--- src/rtl/gis_pkg.sv ---
`timescale 1ns/1ps
package gis_pkg;
  localparam int unsigned SENSE_W = 4;

  localparam logic [7:0] OFS_ENABLE = 8'h14;
  localparam logic [7:0] OFS_UNMASK = 8'h18;
  localparam logic [7:0] OFS_MASK   = 8'h1C;
  localparam logic [7:0] OFS_RAW    = 8'h20;
  localparam logic [7:0] OFS_MSTAT  = 8'h24;
  localparam logic [7:0] OFS_ACK    = 8'h28;
  localparam logic [7:0] OFS_SENSE  = 8'h40;

  typedef enum logic [3:0] {
    SNS_RISE = 4'h8,
    SNS_FALL = 4'h9,
    SNS_HIGH = 4'hA,
    SNS_LOW  = 4'hB,
    SNS_BOTH = 4'hC
  } sense_e;

  function automatic logic code_ok(input logic [3:0] c);
    return (c >= SNS_RISE) && (c <= SNS_BOTH);
  endfunction

  function automatic logic sense_fire(input logic [3:0] c, input logic now, input logic prev);
    case (c)
      SNS_RISE: return now & ~prev;
      SNS_FALL: return ~now & prev;
      SNS_HIGH: return now;
      SNS_LOW:  return ~now;
      SNS_BOTH: return now ^ prev;
      default:  return 1'b0;
    endcase
  endfunction
endpackage

--- src/rtl/gis_sense_bank.sv ---
`timescale 1ns/1ps
module gis_sense_bank #(
  parameter int NPINS   = 32,
  parameter int PER_REG = 8,
  parameter int FW      = 4,
  localparam int NREG   = NPINS / PER_REG,
  localparam int IW     = (NREG > 1) ? $clog2(NREG) : 1,
  localparam int RW     = PER_REG * FW
) (
  input  logic                       clk,
  input  logic                       rst,
  input  logic                       wr,
  input  logic [IW-1:0]              idx,
  input  logic [RW-1:0]              wword,
  output logic [RW-1:0]              rword,
  output logic [NPINS-1:0][FW-1:0]   mode,
  output logic [NPINS-1:0]           reload
);
  logic [RW-1:0] bank [NREG];

  always_ff @(posedge clk) begin
    if (rst) begin
      for (int k = 0; k < NREG; k++) bank[k] <= '0;
    end else if (wr) begin
      bank[idx] <= wword;
    end
  end

  assign rword = bank[idx];

  for (genvar n = 0; n < NPINS; n++) begin : g_field
    assign mode[n]   = bank[n / PER_REG][(n % PER_REG) * FW +: FW];
    assign reload[n] = wr && (idx == IW'(n / PER_REG));
  end
endmodule

--- src/rtl/gis_pin_detect.sv ---
`timescale 1ns/1ps
module gis_pin_detect #(
  parameter int FW = 4
) (
  input  logic          clk,
  input  logic          rst,
  input  logic          pin,
  input  logic [FW-1:0] mode,
  input  logic          reload,
  input  logic          en,
  output logic          evt
);
  import gis_pkg::*;

  logic hist;

  // History follows the pin only while a valid mode is active; a sense
  // write reloads it so the newly selected mode starts from the live level.
  always_ff @(posedge clk) begin
    if (rst)                         hist <= 1'b0;
    else if (reload || code_ok(mode)) hist <= pin;
  end

  assign evt = en && sense_fire(mode, pin, hist);
endmodule

--- src/rtl/gis_ctrl.sv ---
`timescale 1ns/1ps
module gis_ctrl #(
  parameter int NPINS   = 32,
  parameter int AW      = 8,
  parameter int PER_REG = 8,
  localparam int FW     = gis_pkg::SENSE_W,
  localparam int NREG   = NPINS / PER_REG,
  localparam int IW     = (NREG > 1) ? $clog2(NREG) : 1,
  localparam int HALF   = NPINS / 2
) (
  input  logic             clk,
  input  logic             rst,
  input  logic [NPINS-1:0] pin_in,
  input  logic             wr_en,
  input  logic             rd_en,
  input  logic [AW-1:0]    addr,
  input  logic [NPINS-1:0] wdata,
  output logic [NPINS-1:0] rdata,
  output logic             irq_lo,
  output logic             irq_hi
);
  import gis_pkg::*;

  localparam logic [AW-1:0] A_EN  = AW'(OFS_ENABLE);
  localparam logic [AW-1:0] A_UM  = AW'(OFS_UNMASK);
  localparam logic [AW-1:0] A_MK  = AW'(OFS_MASK);
  localparam logic [AW-1:0] A_RAW = AW'(OFS_RAW);
  localparam logic [AW-1:0] A_MS  = AW'(OFS_MSTAT);
  localparam logic [AW-1:0] A_ACK = AW'(OFS_ACK);
  localparam logic [AW-1:0] A_SNS = AW'(OFS_SENSE);

  logic [NPINS-1:0] en_q, um_q, pend_q;
  logic [NPINS-1:0] um_d, pend_d, clr, evt_w;
  logic [NPINS-1:0][FW-1:0] mode;
  logic [NPINS-1:0] reload;
  logic [NPINS-1:0] sense_rd;
  logic [AW-1:0]    soff;
  logic             s_hit;
  logic [IW-1:0]    sidx;
  logic [NPINS-1:0] rd_mux;

  assign soff  = addr - A_SNS;
  assign s_hit = (addr >= A_SNS) && (soff[AW-1:2] < (AW-2)'(NREG)) && (soff[1:0] == 2'b00);
  assign sidx  = soff[IW+1:2];

  gis_sense_bank #(.NPINS(NPINS), .PER_REG(PER_REG), .FW(FW)) u_bank (
    .clk   (clk),
    .rst   (rst),
    .wr    (wr_en && s_hit),
    .idx   (sidx),
    .wword (wdata),
    .rword (sense_rd),
    .mode  (mode),
    .reload(reload)
  );

  for (genvar n = 0; n < NPINS; n++) begin : g_pin
    gis_pin_detect #(.FW(FW)) u_det (
      .clk   (clk),
      .rst   (rst),
      .pin   (pin_in[n]),
      .mode  (mode[n]),
      .reload(reload[n]),
      .en    (en_q[n]),
      .evt   (evt_w[n])
    );
  end

  assign clr    = (wr_en && addr == A_ACK) ? wdata : '0;
  assign pend_d = (pend_q & ~clr) | evt_w;

  always_comb begin
    um_d = um_q;
    if (wr_en && addr == A_UM)      um_d = um_q | wdata;
    else if (wr_en && addr == A_MK) um_d = um_q & ~wdata;
  end

  always_comb begin
    rd_mux = '0;
    if (s_hit) rd_mux = sense_rd;
    else begin
      case (addr)
        A_EN:    rd_mux = en_q;
        A_UM:    rd_mux = um_q;
        A_RAW:   rd_mux = pend_q;
        A_MS:    rd_mux = pend_q & um_q;
        default: rd_mux = '0;
      endcase
    end
  end

  always_ff @(posedge clk) begin
    if (rst) begin
      en_q   <= '0;
      um_q   <= '0;
      pend_q <= '0;
      irq_lo <= 1'b0;
      irq_hi <= 1'b0;
      rdata  <= '0;
    end else begin
      if (wr_en && addr == A_EN) en_q <= wdata;
      um_q   <= um_d;
      pend_q <= pend_d;
      irq_lo <= |(pend_d[HALF-1:0] & um_d[HALF-1:0]);
      irq_hi <= |(pend_d[NPINS-1:HALF] & um_d[NPINS-1:HALF]);
      if (rd_en) rdata <= rd_mux;
    end
  end
endmodule

--- config.mk ---
export PLATFORM = sky130hd
export DESIGN_NAME = gis_ctrl
export DESIGN_NICKNAME = d
export VERILOG_FILES = /design/src/rtl/gis_pkg.sv /design/src/rtl/gis_sense_bank.sv /design/src/rtl/gis_pin_detect.sv /design/src/rtl/gis_ctrl.sv
export SDC_FILE = /design/constraint.sdc
export NUM_CORES = 1
export LEC_CHECK = 0
export BUFFER_PORTS_ARGS = -buffer_cell sky130_fd_sc_hd__buf_2
export CORE_ASPECT_RATIO = 1.75
export CORE_MARGIN = 5
export CORE_UTILIZATION = 25
export DETAILED_ROUTE_END_ITERATION = 10
export GPL_TIMING_DRIVEN = 0
export PLACE_DENSITY = 0.44
export SLEW_MARGIN = 15
export SYNTH_ARGS = -nofsm -noshare
export SYNTH_HDL_FRONTEND = slang
export SYNTH_SLANG_ARGS = --single-unit
--- constraint.sdc ---
create_clock -name clk -period 4.7 [get_ports clk]
set_input_delay 0.47 -clock clk [delete_from_list [all_inputs] [get_ports clk]]
set_output_delay 0.47 -clock clk [all_outputs]
set_load 0.005 [all_outputs]
==> results of run 1 <==
==> cells in the mapped netlist (17+ instances only) <==
cell type,count
sky130_fd_sc_hd__nand2_1,267
sky130_fd_sc_hd__nor2_1,171
sky130_fd_sc_hd__dfxtp_1,162
sky130_fd_sc_hd__edfxtp_1,128
sky130_fd_sc_hd__inv_1,107
sky130_fd_sc_hd__o21ai_0,92
sky130_fd_sc_hd__clkbuf_1,74
sky130_fd_sc_hd__and2_1,70
sky130_fd_sc_hd__a21oi_1,68
sky130_fd_sc_hd__ha_1,64
sky130_fd_sc_hd__nand3_1,50
sky130_fd_sc_hd__mux2i_1,43
sky130_fd_sc_hd__a221oi_1,33
sky130_fd_sc_hd__mux2_2,32
sky130_fd_sc_hd__mux4_2,32
sky130_fd_sc_hd__xor2_1,25
sky130_fd_sc_hd__a211oi_1,20
sky130_fd_sc_hd__a22oi_1,20
sky130_fd_sc_hd__nor4b_1,17
sky130_fd_sc_hd__o41ai_1,17
==> cell usage in the layout (no fill, tap or decap), types with 20 or more instances in the layout <==
cell / instances
sky130_fd_sc_hd__a211oi_1: 20
sky130_fd_sc_hd__a21oi_1: 68
sky130_fd_sc_hd__a221oi_1: 33
sky130_fd_sc_hd__a22oi_1: 20
sky130_fd_sc_hd__and2_1: 70
sky130_fd_sc_hd__buf_2: 115
sky130_fd_sc_hd__clkbuf_1: 74
sky130_fd_sc_hd__clkbuf_16: 29
sky130_fd_sc_hd__dfxtp_1: 162
sky130_fd_sc_hd__edfxtp_1: 128
sky130_fd_sc_hd__ha_1: 64
sky130_fd_sc_hd__inv_1: 107
sky130_fd_sc_hd__mux2_2: 32
sky130_fd_sc_hd__mux2i_1: 43
sky130_fd_sc_hd__mux4_2: 32
sky130_fd_sc_hd__nand2_1: 265
sky130_fd_sc_hd__nand3_1: 50
sky130_fd_sc_hd__nor2_1: 171
sky130_fd_sc_hd__o21ai_0: 90
sky130_fd_sc_hd__xor2_1: 25
==> per-stage QoR <==
step / std cells / instance area [sq um]
6_report: 2629 / 18300
5_1_grt: 2629 / 18300
4_1_cts: 2629 / 18300
3_5_place_dp: 2576 / 17400
3_3_place_gp: 2566 / 17200
2_1_floorplan: 1660 / 15600
==> sequential cells by signal, summed over array words and instances, names as in the netlist <==
name / flops
en_q: 32
g_pin.u_det.hist: 32
irq_hi: 1
irq_lo: 1
pend_q: 32
rdata: 32
u_bank.bank: 128
um_q: 32
==> report_power, final <==
group	switching, mW	internal (mW)
clock	1.10	1.22
combinational	0.389	0.226
sequential	0.115	2.72
==> metal layers <==
metal,up-vias,wire length (microns)
li1,6205,-
met1,6746,24500
met2,549,36700
met3,172,3910
met4,6,4700
met5,-,34
==> cell families after synthesis <==
| family | after synthesis |
|---|---|
| flip-flops | 290 |
| buffers and inverters | 200 |
| XOR/XNOR | 29 |
| AND/OR/NAND/NOR | 651 |
| AO/OA/AOI/OAI | 319 |
| multiplexers | 107 |
| adder cells (fa/ha/maj) | 64 |
==> worst max-delay path, delay by kind of cell <==
family,cells,cell delay [ns]
buffers and inverters,3,1.05
and+or+nand+nor,4,3.33
==> how the worst min path moves through the flow <==
stage	to	startpoint	slack, ns
after global routing	en_q[2]$_SDFFE_PP0P_	wdata[2]	0.16
after detailed placement	en_q[11]$_SDFFE_PP0P_	en_q[11]$_SDFFE_PP0P_	0.47
final	g_pin[1].u_det.hist$_SDFFE_PP0P_	pin_in[1]	0.16
after CTS	g_pin[3].u_det.hist$_SDFFE_PP0P_	pin_in[3]	0.14
after floorplan	en_q[11]$_SDFFE_PP0P_	en_q[11]$_SDFFE_PP0P_	0.45
after global placement	en_q[11]$_SDFFE_PP0P_	en_q[11]$_SDFFE_PP0P_	0.46
==> area by class of cell <==
class,count,share of cell area (%)
Buffer,93,2.06
Sequential cell,290,38.8
Inverter,107,2.20
Clock buffer,37,4.24
Timing Repair Buffer,117,3.95
Tap cell,799,5.47
Multi-Input combinational cell,1170,42.7
Clock inverter,16,0.595
==> flow_summary.rst, run 1 <==
.. list-table::
   :header-rows: 1

   * - Metric
     - Value
   * - Final Total Pwr
     - 5.77 mW
   * - Maximum single-stage delay on the critical path
     - 1.12 ns
   * - Worst Hold Path Cells
     - 3
   * - Die Y
     - 341 microns
   * - Max-slew headroom at the worst pin
     - 12.9%
   * - Number of gates resized after cts
     - 0
   * - Proportion of synthesized area in mux cells
     - 9.67%
   * - Number of buffers on the longest clock path
     - 3
   * - Initial drt markers
     - 1104
   * - Endpoints failing setup
     - 0
   * - Net count reported at finish
     - 1948
   * - Number of distinct library cell variants in the gate-level netlist after synthesis
     - 67
   * - Final wirelength
     - 69.8 mm
   * - Tightest Hold Check Type
     - input port to flip-flop
   * - Worst setup path start
     - addr[7]
   * - Count of filler cells inserted in the layout
     - 6589
   * - Final antenna diode count
     - 0
   * - Startpoint-to-endpoint class of the critical path
     - input port to flip-flop
   * - Number of top-level design ports
     - 110
   * - Final Core Density
     - 29.5%
   * - Layout cell share with drive strength beyond 1
     - 14.0%
   * - Cell count after synthesis
     - 1660
   * - Most area-hungry cell type in the Yosys netlist
     - sky130_fd_sc_hd__edfxtp_1
   * - Crit Reg-Reg Endpoint
     - irq_hi$_SDFF_PP0_
   * - Fraction of the mapped netlist area in simple logic gates
     - 19.5%
   * - Total setup buffers inserted after CTS
     - 0
   * - Per-cell via count in the routed design
     - 5.20
   * - Length of the first detailed-routing pass in iterations
     - 6
   * - Sequential fraction of the synthesis area
     - 45.4%
   * - Post-synthesis xor/xnor area fraction
     - 1.63%
   * - Prevailing post-synth register cell
     - sky130_fd_sc_hd__dfxtp_1
   * - Result of the run
     - completed
   * - Number of nets with antenna violations after routing
     - 0
   * - Clock Skew
     - 0.0136 ns
   * - Synth Register Bits
     - 290
   * - Clock transition at the registers of the reported paths
     - 0.07 ns
   * - Worst Path Arrival
     - 4.91 ns
   * - Half-perimeter wire length after placement
     - 53.6 mm
   * - Clock sink count
     - 290
   * - Ordered list of cells on the worst path
     - buf_2 > or4b_2 > nor3_2 > nand3_1 > clkbuf_2 > nand2_2 > buf_16
   * - Number of hold-repair buffers added at the cts stage
     - 0
   * - Average detailed-routed wire length per instance
     - 26.6 microns
   * - Async S/R FF share, synth
     - 0%
   * - Main combinational cell family by area after synthesis
     - simple AND/OR/NAND/NOR gates
   * - Aggregate negative setup slack
     - 0 ns
   * - Starting Density
     - 25.2%
   * - Dominant cells by area after synthesis
     - sky130_fd_sc_hd__edfxtp_1 25%, sky130_fd_sc_hd__dfxtp_1 21%, sky130_fd_sc_hd__nand2_1 6.4%
   * - Dpl ws
     - -0.424 ns
   * - GRT busiest layer
     - met2
   * - M3 GR Usage
     - 3.44%
   * - Worst Setup Slack, final
     - 0.0749 ns
   * - H-tree levels
     - 1
   * - Die Wd
     - 199 microns
   * - Antenna violations before repair
     - 4
   * - Crit path time final
     - 4.63 ns
   * - Yosys top cell area share
     - 24.6%
   * - F_max
     - 0.216 GHz
   * - Area delta synth->final
     - 17.0%
   * - Maximum vdd drop
     - 0.000291 V
   * - Total via count in the routed design
     - 13700
   * - Number of maximum-capacitance violations
     - 0
   * - RSZ-0062 raised after global routing
     - false
   * - Synthesized net count
     - 1800
   * - Footprint of the multi-input gates
     - 7810 sq um
   * - Slowest stage cell, crit path
     - sky130_fd_sc_hd__nand3_1
   * - Met2 Resource Use GR
     - 37.1%
   * - Leakage power total
     - 6.93 nW
   * - Crit share post-route
     - 98.4%
   * - Number of clock buffers inserted by TritonCTS
     - 29
   * - CTS tree
     - built
   * - Critical Path Sink
     - u_bank.bank[0][11]$_SDFFCE_PN0P_
   * - Post-synthesis average cell area
     - 9.41 sq um
   * - Maximum fanout along the worst path
     - 17
   * - Compound-cell area share of the yosys netlist
     - 13.8%
   * - Power density relative to cell area
     - 315 nW/um^2
   * - Max-slew violations
     - 0
   * - Total die area
     - 67800 sq um
   * - Summed instance area of the synthesized netlist
     - 15600 sq um
   * - Cell Rows
     - 121
   * - Pin count of the biggest net entering global routing
     - 33
   * - Final Wtd Congestion
     - 0.944
   * - Port Buffer Count
     - 107
   * - Number of warnings printed during yosys synthesis
     - 0
   * - Category of the worst setup path capture point
     - flip-flop
   * - Clock tree root buffer cell
     - sky130_fd_sc_hd__clkbuf_16
   * - Footprint of the flip-flops and latches
     - 7090 sq um
   * - Remaining global-route overflow
     - 0
   * - Critical path launch point type
     - input port
   * - Tot GR Track Use
     - 20.0%
   * - Number of synthesized flops with an enable pin
     - 128
   * - Flop2flop setup slack
     - 1.57 ns
   * - Skew-Pair Late Insertion Delay
     - 0.59 ns
   * - Adder and majority cell fraction of the synthesized area
     - 5.13%
   * - Hold Slack
     - 0.163 ns
   * - Number of cell instances on the worst register-to-register path
     - 8
   * - Area of the core region
     - 62100 sq um
   * - DRC
     - 0
   * - Count of final hold-check violations
     - 0
   * - Via count of the first global-routing pass
     - 13700
   * - GR Util met1
     - 20.9%
   * - Reg2reg start
     - g_pin[27].u_det.hist$_SDFFE_PP0P_
   * - Worst-margin pin slew
     - 1.31 ns
   * - WP data required
     - 4.99 ns
   * - Wire length of the first global-routing pass
     - 98.2 mm
No activity file was read; power rests on OpenSTA's default activity.
==> run 2, diff against run 1 <==
- CORE_UTILIZATION: 25 -> 61
- PLACE_DENSITY: 0.44 -> 0.84
==> flow_summary.rst, run 2 (synthesis gave the netlist of run 1 again) <==
.. list-table::
   :header-rows: 1

   * - Metric
     - Value
   * - Result of the run
     - completed
   * - Final Core Density
     - 69.9% (+40 points)
   * - Pin count of the biggest net entering global routing
     - 25 (-24%)
   * - H-tree levels
     - 1 (unchanged)
   * - CTS tree
     - built
   * - Switch Pwr
     - 1.48 mW (-7.5%)
   * - Wire length of the first global-routing pass
     - 83.8 mm (-15%)
   * - WP data required
     - 5.01 ns (+0.02 ns)
   * - Endpoints failing setup
     - 0 (unchanged)
   * - Starting Density
     - 61.9% (+37 points)
   * - Maximum vdd drop
     - 0.000438 V (+50%)
   * - Power density relative to cell area
     - 323 nW/um^2 (+2.3%)
   * - Commonest non-fill, non-tap cell in the layout
     - sky130_fd_sc_hd__nand2_1
   * - Number of maximum-capacitance violations
     - 0 (unchanged)
   * - Per-cell via count in the routed design
     - 6.73 (+29%)
   * - Length of the first detailed-routing pass in iterations
     - 8 (+2)
   * - Net count reported at finish
     - 1944 (-0.21%)
   * - Total setup buffers inserted after CTS
     - 0 (unchanged)
   * - Max-slew headroom at the worst pin
     - 14.2% (+1.3 points)
   * - Clock transition at the registers of the reported paths
     - 0.06 ns (about the same)
   * - Part of the power in registers
     - 49.8% (+0.7 points)
   * - Leakage power total
     - 6.90 nW (-0.38%)
   * - DRC
     - 0 (unchanged)
   * - Worst-margin pin slew
     - 1.29 ns (-0.0200 ns)
   * - Cell Rows
     - 77 (-36%)
   * - Combinational power share
     - 10.5% (-0.2 points)
   * - Number of top-level design ports
     - 110 (unchanged)
   * - Area delta synth->final
     - 12.9%
   * - Antenna violations before repair
     - 1 (-3)
   * - Clock sink count
     - 290 (unchanged)
   * - Max FFs per register
     - 128 (unchanged)
   * - F_max
     - 0.216 GHz (-0.20%)
   * - Maximum fanout along the worst path
     - 17 (unchanged)
   * - Remaining global-route overflow
     - 0 (unchanged)
   * - Crit path time final
     - 4.63 ns (+0.00925 ns)
   * - Aggregate negative setup slack
     - 0 ns (unchanged)
   * - Area of the core region
     - 25200 sq um (-59%)
   * - Critical path launch point type
     - input port
   * - Dpl ws
     - -0.124 ns (+0.300 ns)
   * - RSZ-0062 raised after global routing
     - false
   * - Clock tree root buffer cell
     - sky130_fd_sc_hd__clkbuf_16
   * - Final Wtd Congestion
     - 1.05 (+12%)
   * - Skew-Pair Late Insertion Delay
     - 0.56 ns (-0.03 ns)
   * - Number of nets with antenna violations after routing
     - 0 (unchanged)
   * - Max-slew violations
     - 0 (unchanged)
   * - Number of clock buffers inserted by TritonCTS
     - 27 (-6.9%)
   * - Net switching share of the total power
     - 26.0% (-1.7 points)
   * - Via count of the first global-routing pass
     - 14500 (+6.3%)
   * - Worst Setup Slack, final
     - 0.0657 ns (-0.00925 ns)
   * - Clock share of power
     - 39.7% (-0.5 points)
   * - Worst Path Arrival
     - 4.94 ns (+0.03 ns)
   * - Half-perimeter wire length after placement
     - 41.5 mm (-23%)
   * - Total via count in the routed design
     - 14400 (+5.3%)
   * - Startpoint-to-endpoint class of the critical path
     - input port to flip-flop
   * - Leading cell types in the layout, fill and taps excluded
     - 265 x sky130_fd_sc_hd__nand2_1, 171 x sky130_fd_sc_hd__nor2_1, 162 x sky130_fd_sc_hd__dfxtp_1
   * - Initial drt markers
     - 1948 (+76%)
   * - Largest reg by FF count
     - u_bank.bank
   * - Final wirelength
     - 56.7 mm (-19%)
   * - Clock Skew
     - 0.00998 ns (-0.00364 ns)
   * - Number of buffers on the longest clock path
     - 3 (unchanged)
   * - Layout cell share with drive strength beyond 1
     - 13.3% (-0.66 points)
   * - Internal power
     - 4.21 mW (+1.0%)
   * - Number of hold-repair buffers added at the cts stage
     - 0 (unchanged)
   * - Final Instance Area
     - 17600 sq um (-3.5%)
   * - Port Buffer Count
     - 107 (unchanged)
   * - Final Total Pwr
     - 5.69 mW (-1.3%)
   * - Placed Area
     - 16700 sq um (-3.7%)
   * - Count of final hold-check violations
     - 0 (unchanged)
   * - Tightest Hold Check Type
     - input port to flip-flop
   * - Total die area
     - 29000 sq um (-57%)
   * - Die Wd
     - 131 microns (-34%)
   * - Crit share post-route
     - 98.6% (+0.20 points)
   * - Average detailed-routed wire length per instance
     - 26.5 microns (-0.35%)
   * - Number of gates resized after cts
     - 0 (unchanged)
   * - Die Y
     - 222 microns (-35%)
   * - Category of the worst setup path capture point
     - flip-flop
   * - Tot GR Track Use
     - 38.8% (+19 points)
[run 2: cell count changes in the layout (fill, tap and decap cells not counted), moves of 2 or more]
cell,delta
sky130_fd_sc_hd__buf_6,-2
sky130_fd_sc_hd__bufinv_16,+2
sky130_fd_sc_hd__clkbuf_2,-6
sky130_fd_sc_hd__clkinv_2,-4
sky130_fd_sc_hd__clkinvlp_4,-2
sky130_fd_sc_hd__clkbuf_1,+3
sky130_fd_sc_hd__clkbuf_16,-2
sky130_fd_sc_hd__inv_4,+3
[run 2: final timing paths]
check,startpoint,to,slack (ns),depth (start not counted)
worst min register to register,en_q[11]$_SDFFE_PP0P_,en_q[11]$_SDFFE_PP0P_,0.48,2
worst max register to register,g_pin[27].u_det.hist$_SDFFE_PP0P_,irq_hi$_SDFF_PP0_,1.99,8
worst min-delay path,pin_in[27],g_pin[27].u_det.hist$_SDFFE_PP0P_,0.19,3
worst max-delay path,addr[3],u_bank.bank[0][16]$_SDFFCE_PN0P_,0.07,8
[run 2: metal layers]
metal / routed length, microns / GRT usage [%] / up-vias
met1: 17700 / 42.8 / 6719
met3: 6500 / 9.23 / 393
li1: - / - / 6192
met5: 60 / 0 / -
met2: 25900 / 60.7 / 1097
met4: 6520 / 34.2 / 2
[run 2: metrics by stage]
stage | instances | hold slack [ns]
floorplan | 1660 | 0.449
global placement | 2083 | 0.456
detailed placement | 2090 | 0.463
CTS | 2138 | 0.202
global route | 2139 | 0.201
finish | 2140 | 0.188
[run 2: critical path, stage by stage]
cell	delay (ns)
sky130_fd_sc_hd__buf_2	0.12
sky130_fd_sc_hd__clkbuf_1	0.65
sky130_fd_sc_hd__buf_1	0.73
sky130_fd_sc_hd__nor2_1	0.11
sky130_fd_sc_hd__nand3_1	0.69
sky130_fd_sc_hd__clkbuf_1	1.01
sky130_fd_sc_hd__nand2_2	0.74
sky130_fd_sc_hd__buf_16	0.39
[run 2: power by group through the flow]
stage | clock, mW | sequential [mW] | combinational [mW]
floorplan | 0 | 2.84 | 0.323
global placement | 0 | 2.88 | 0.535
detailed placement | 0 | 2.88 | 0.575
CTS | 2.24 | 2.82 | 0.581
global route | 2.35 | 2.84 | 0.631
finish | 2.26 | 2.83 | 0.598
[run 2: cell type report]
type,instances,area (sq um)
Multi-Input combinational cell,1170,7790
Fill cell,1959,7600
Sequential cell,290,7090
Clock buffer,33,728
Timing Repair Buffer,115,714
Inverter,107,402
Tap cell,316,395
Buffer,93,369
Clock inverter,15,148
Antenna cell,1,2.50
==> run 3, diff against run 2 <==
- BUFFER_PORTS_ARGS: -buffer_cell sky130_fd_sc_hd__buf_2 -> -buffer_cell sky130_fd_sc_hd__buf_4
- SKIP_CTS_REPAIR_TIMING: default -> 1
==> flow_summary.rst, run 3 (synthesis gave the netlist of run 1 again) <==
.. list-table::
   :header-rows: 1

   * - Metric
     - Value
   * - Skew-Pair Late Insertion Delay
     - 0.57 ns (about the same)
   * - Category of the worst setup path capture point
     - flip-flop
   * - Area delta synth->final
     - 14.9%
   * - Number of top-level design ports
     - 110 (unchanged)
   * - Total via count in the routed design
     - 14300 (-0.52%)
   * - Pin count of the biggest net entering global routing
     - 24 (-4.0%)
   * - GR Util met1
     - 45.0% (+2.2 points)
   * - Wire length of the first global-routing pass
     - 86.4 mm (+3.1%)
   * - Result of the run
     - completed
   * - Number of nets with antenna violations after routing
     - 0 (unchanged)
   * - Worst Path Arrival
     - 4.64 ns (-0.30 ns)
   * - Hold Slack
     - 0.167 ns (-0.0203 ns)
   * - Hold Crit Start
     - pin_in[17]
   * - Crit share post-route
     - 93.2% (-5.4 points)
   * - Worst Hold Path Cells
     - 3 (unchanged)
   * - Flop2flop setup slack
     - 1.50 ns (-0.49 ns)
   * - Clock sink count
     - 290 (unchanged)
   * - GRT busiest layer
     - met2
   * - Number of maximum-capacitance violations
     - 0 (unchanged)
   * - Layout cell share with drive strength beyond 1
     - 13.5% (+0.22 points)
   * - Number of clock buffers inserted by TritonCTS
     - 27 (unchanged)
   * - Commonest non-fill, non-tap cell in the layout
     - sky130_fd_sc_hd__nand2_1
   * - H-tree levels
     - 1 (unchanged)
   * - Crit Reg-Reg Endpoint
     - irq_lo$_SDFF_PP0_
   * - Clock Skew
     - 0.0152 ns (+0.00521 ns)
   * - CTS tree
     - built
   * - Leading cell types in the layout, fill and taps excluded
     - 265 x sky130_fd_sc_hd__nand2_1, 171 x sky130_fd_sc_hd__nor2_1, 162 x sky130_fd_sc_hd__dfxtp_1
   * - Tot GR Track Use
     - 40.4% (+1.6 points)
   * - Net count reported at finish
     - 1943 (-0.051%)
   * - Largest reg by FF count
     - u_bank.bank
   * - Final antenna diode count
     - 0 (-1)
   * - Length of the first detailed-routing pass in iterations
     - 7 (-1)
   * - Aggregate negative setup slack
     - 0 ns (unchanged)
   * - Tightest Hold Check Type
     - input port to flip-flop
   * - Reg2reg start
     - g_pin[5].u_det.hist$_SDFFE_PP0P_
   * - Maximum vdd drop
     - 0.000319 V (-27%)
   * - Endpoints failing setup
     - 0 (unchanged)
   * - Die Y
     - 222 microns (unchanged)
   * - Cell Rows
     - 77 (unchanged)
   * - Worst setup path start
     - addr[7]
   * - WP data required
     - 4.96 ns (-0.05 ns)
   * - Average detailed-routed wire length per instance
     - 27.5 microns (+3.8%)
   * - Per-cell via count in the routed design
     - 6.70 (-0.47%)
   * - Final Total Pwr
     - 5.89 mW (+3.5%)
   * - Final wirelength
     - 58.8 mm (+3.8%)
   * - RSZ-0062 raised after global routing
     - false
   * - Startpoint-to-endpoint class of the critical path
     - input port to flip-flop
   * - Hold path endpoint
     - g_pin[17].u_det.hist$_SDFFE_PP0P_
   * - Worst-margin pin slew
     - 1.30 ns (+0.00968 ns)
   * - Number of cell instances on the worst register-to-register path
     - 7 (-1)
   * - DRC
     - 0 (unchanged)
   * - Leakage power total
     - 6.98 nW (+1.2%)
   * - Count of filler cells inserted in the layout
     - 1977 (+0.92%)
   * - Power density relative to cell area
     - 328 nW/um^2 (+1.6%)
   * - Max-slew violations
     - 0 (unchanged)
   * - Initial drt markers
     - 1568 (-20%)
   * - Max-slew headroom at the worst pin
     - 11.3% (-2.9 points)
   * - Count of final hold-check violations
     - 0 (unchanged)
   * - Number of buffers on the longest clock path
     - 3 (unchanged)
   * - M3 GR Usage
     - 8.27% (-0.96 points)
   * - Met2 Resource Use GR
     - 65.1% (+4.5 points)
   * - Crit path time final
     - 4.38 ns (-0.252 ns)
   * - Remaining global-route overflow
     - 0 (unchanged)
   * - Total die area
     - 29000 sq um (unchanged)
   * - Starting Density
     - 61.9% (unchanged)
   * - Area of the core region
     - 25200 sq um (unchanged)
   * - Clock tree root buffer cell
     - sky130_fd_sc_hd__clkbuf_16
   * - Via count of the first global-routing pass
     - 14500 (-0.39%)
   * - Maximum fanout along the worst path
     - 22 (+5)
   * - Clock transition at the registers of the reported paths
     - 0.07 ns (about the same)
   * - Max FFs per register
     - 128 (unchanged)
   * - Footprint of the flip-flops and latches
     - 7090 sq um (unchanged)
   * - Footprint of the multi-input gates
     - 7790 sq um (unchanged)
   * - Critical path launch point type
     - input port
   * - Antenna violations before repair
     - 0 (-1)
   * - F_max
     - 0.228 GHz (+5.8%)
   * - Port Buffer Count
     - 107 (unchanged)
   * - Final Wtd Congestion
     - 0.989 (-6.2%)
   * - Half-perimeter wire length after placement
     - 43.1 mm (+3.9%)
   * - Die Wd
     - 131 microns (unchanged)
run 3: worst max-delay path, stage by stage:
cell	delay, ns
sky130_fd_sc_hd__buf_4	0.12
sky130_fd_sc_hd__or4b_2	0.67
sky130_fd_sc_hd__nor3_2	0.71
sky130_fd_sc_hd__nand3_1	1.03
sky130_fd_sc_hd__clkbuf_1	0.75
sky130_fd_sc_hd__nand2_2	0.59
sky130_fd_sc_hd__buf_12	0.26
run 3: per-stage QoR:
step | setup WS [ns] | std cells | util [%] | instance area [sq um]
5_1_grt | 0.445 | 2139 | 71.1 | 18000
6_report | 0.318 | 2139 | 71.1 | 18000
2_1_floorplan | 0.298 | 1660 | - | 15600
3_5_place_dp | 0.108 | 2089 | 67.3 | 17000
3_3_place_gp | -2.72 | 2083 | 66.6 | 16800
4_1_cts | 0.683 | 2138 | 71.1 | 17900
run 3: cell type report:
type	count	share of cell area [%]
Inverter	107	2.24
Buffer	93	2.06
Multi-Input combinational cell	1170	43.4
Timing Repair Buffer	114	5.30
Tap cell	316	2.20
Clock buffer	32	3.98
Sequential cell	290	39.5
Clock inverter	17	1.36
run 3: routing by layer:
metal,share of wire [%],vias up
met3,11,357
met1,31,6758
met5,0,-
li1,-,6193
met2,47,1020
met4,11,0
run 3: how the worst max path moves through the flow:
stage | to | slack [ns] | depth (start not counted)
4_1_cts | u_bank.bank[0][3]$_SDFFCE_PN0P_ | 0.68 | 7
3_3_place_gp | u_bank.bank[1][12]$_SDFFCE_PN0P_ | -2.72 | 5
5_1_grt | u_bank.bank[0][3]$_SDFFCE_PN0P_ | 0.44 | 8
6_report | u_bank.bank[0][3]$_SDFFCE_PN0P_ | 0.32 | 7
3_5_place_dp | u_bank.bank[0][8]$_SDFFCE_PN0P_ | 0.11 | 7
2_1_floorplan | u_bank.bank[1][0]$_SDFFCE_PN0P_ | 0.30 | 4
run 3: power breakdown:
part / total, mW / internal [mW] / switching, mW
sequential: 2.83 / 2.72 / 0.111
combinational: 0.624 / 0.249 / 0.374
clock: 2.43 / 1.42 / 1.02
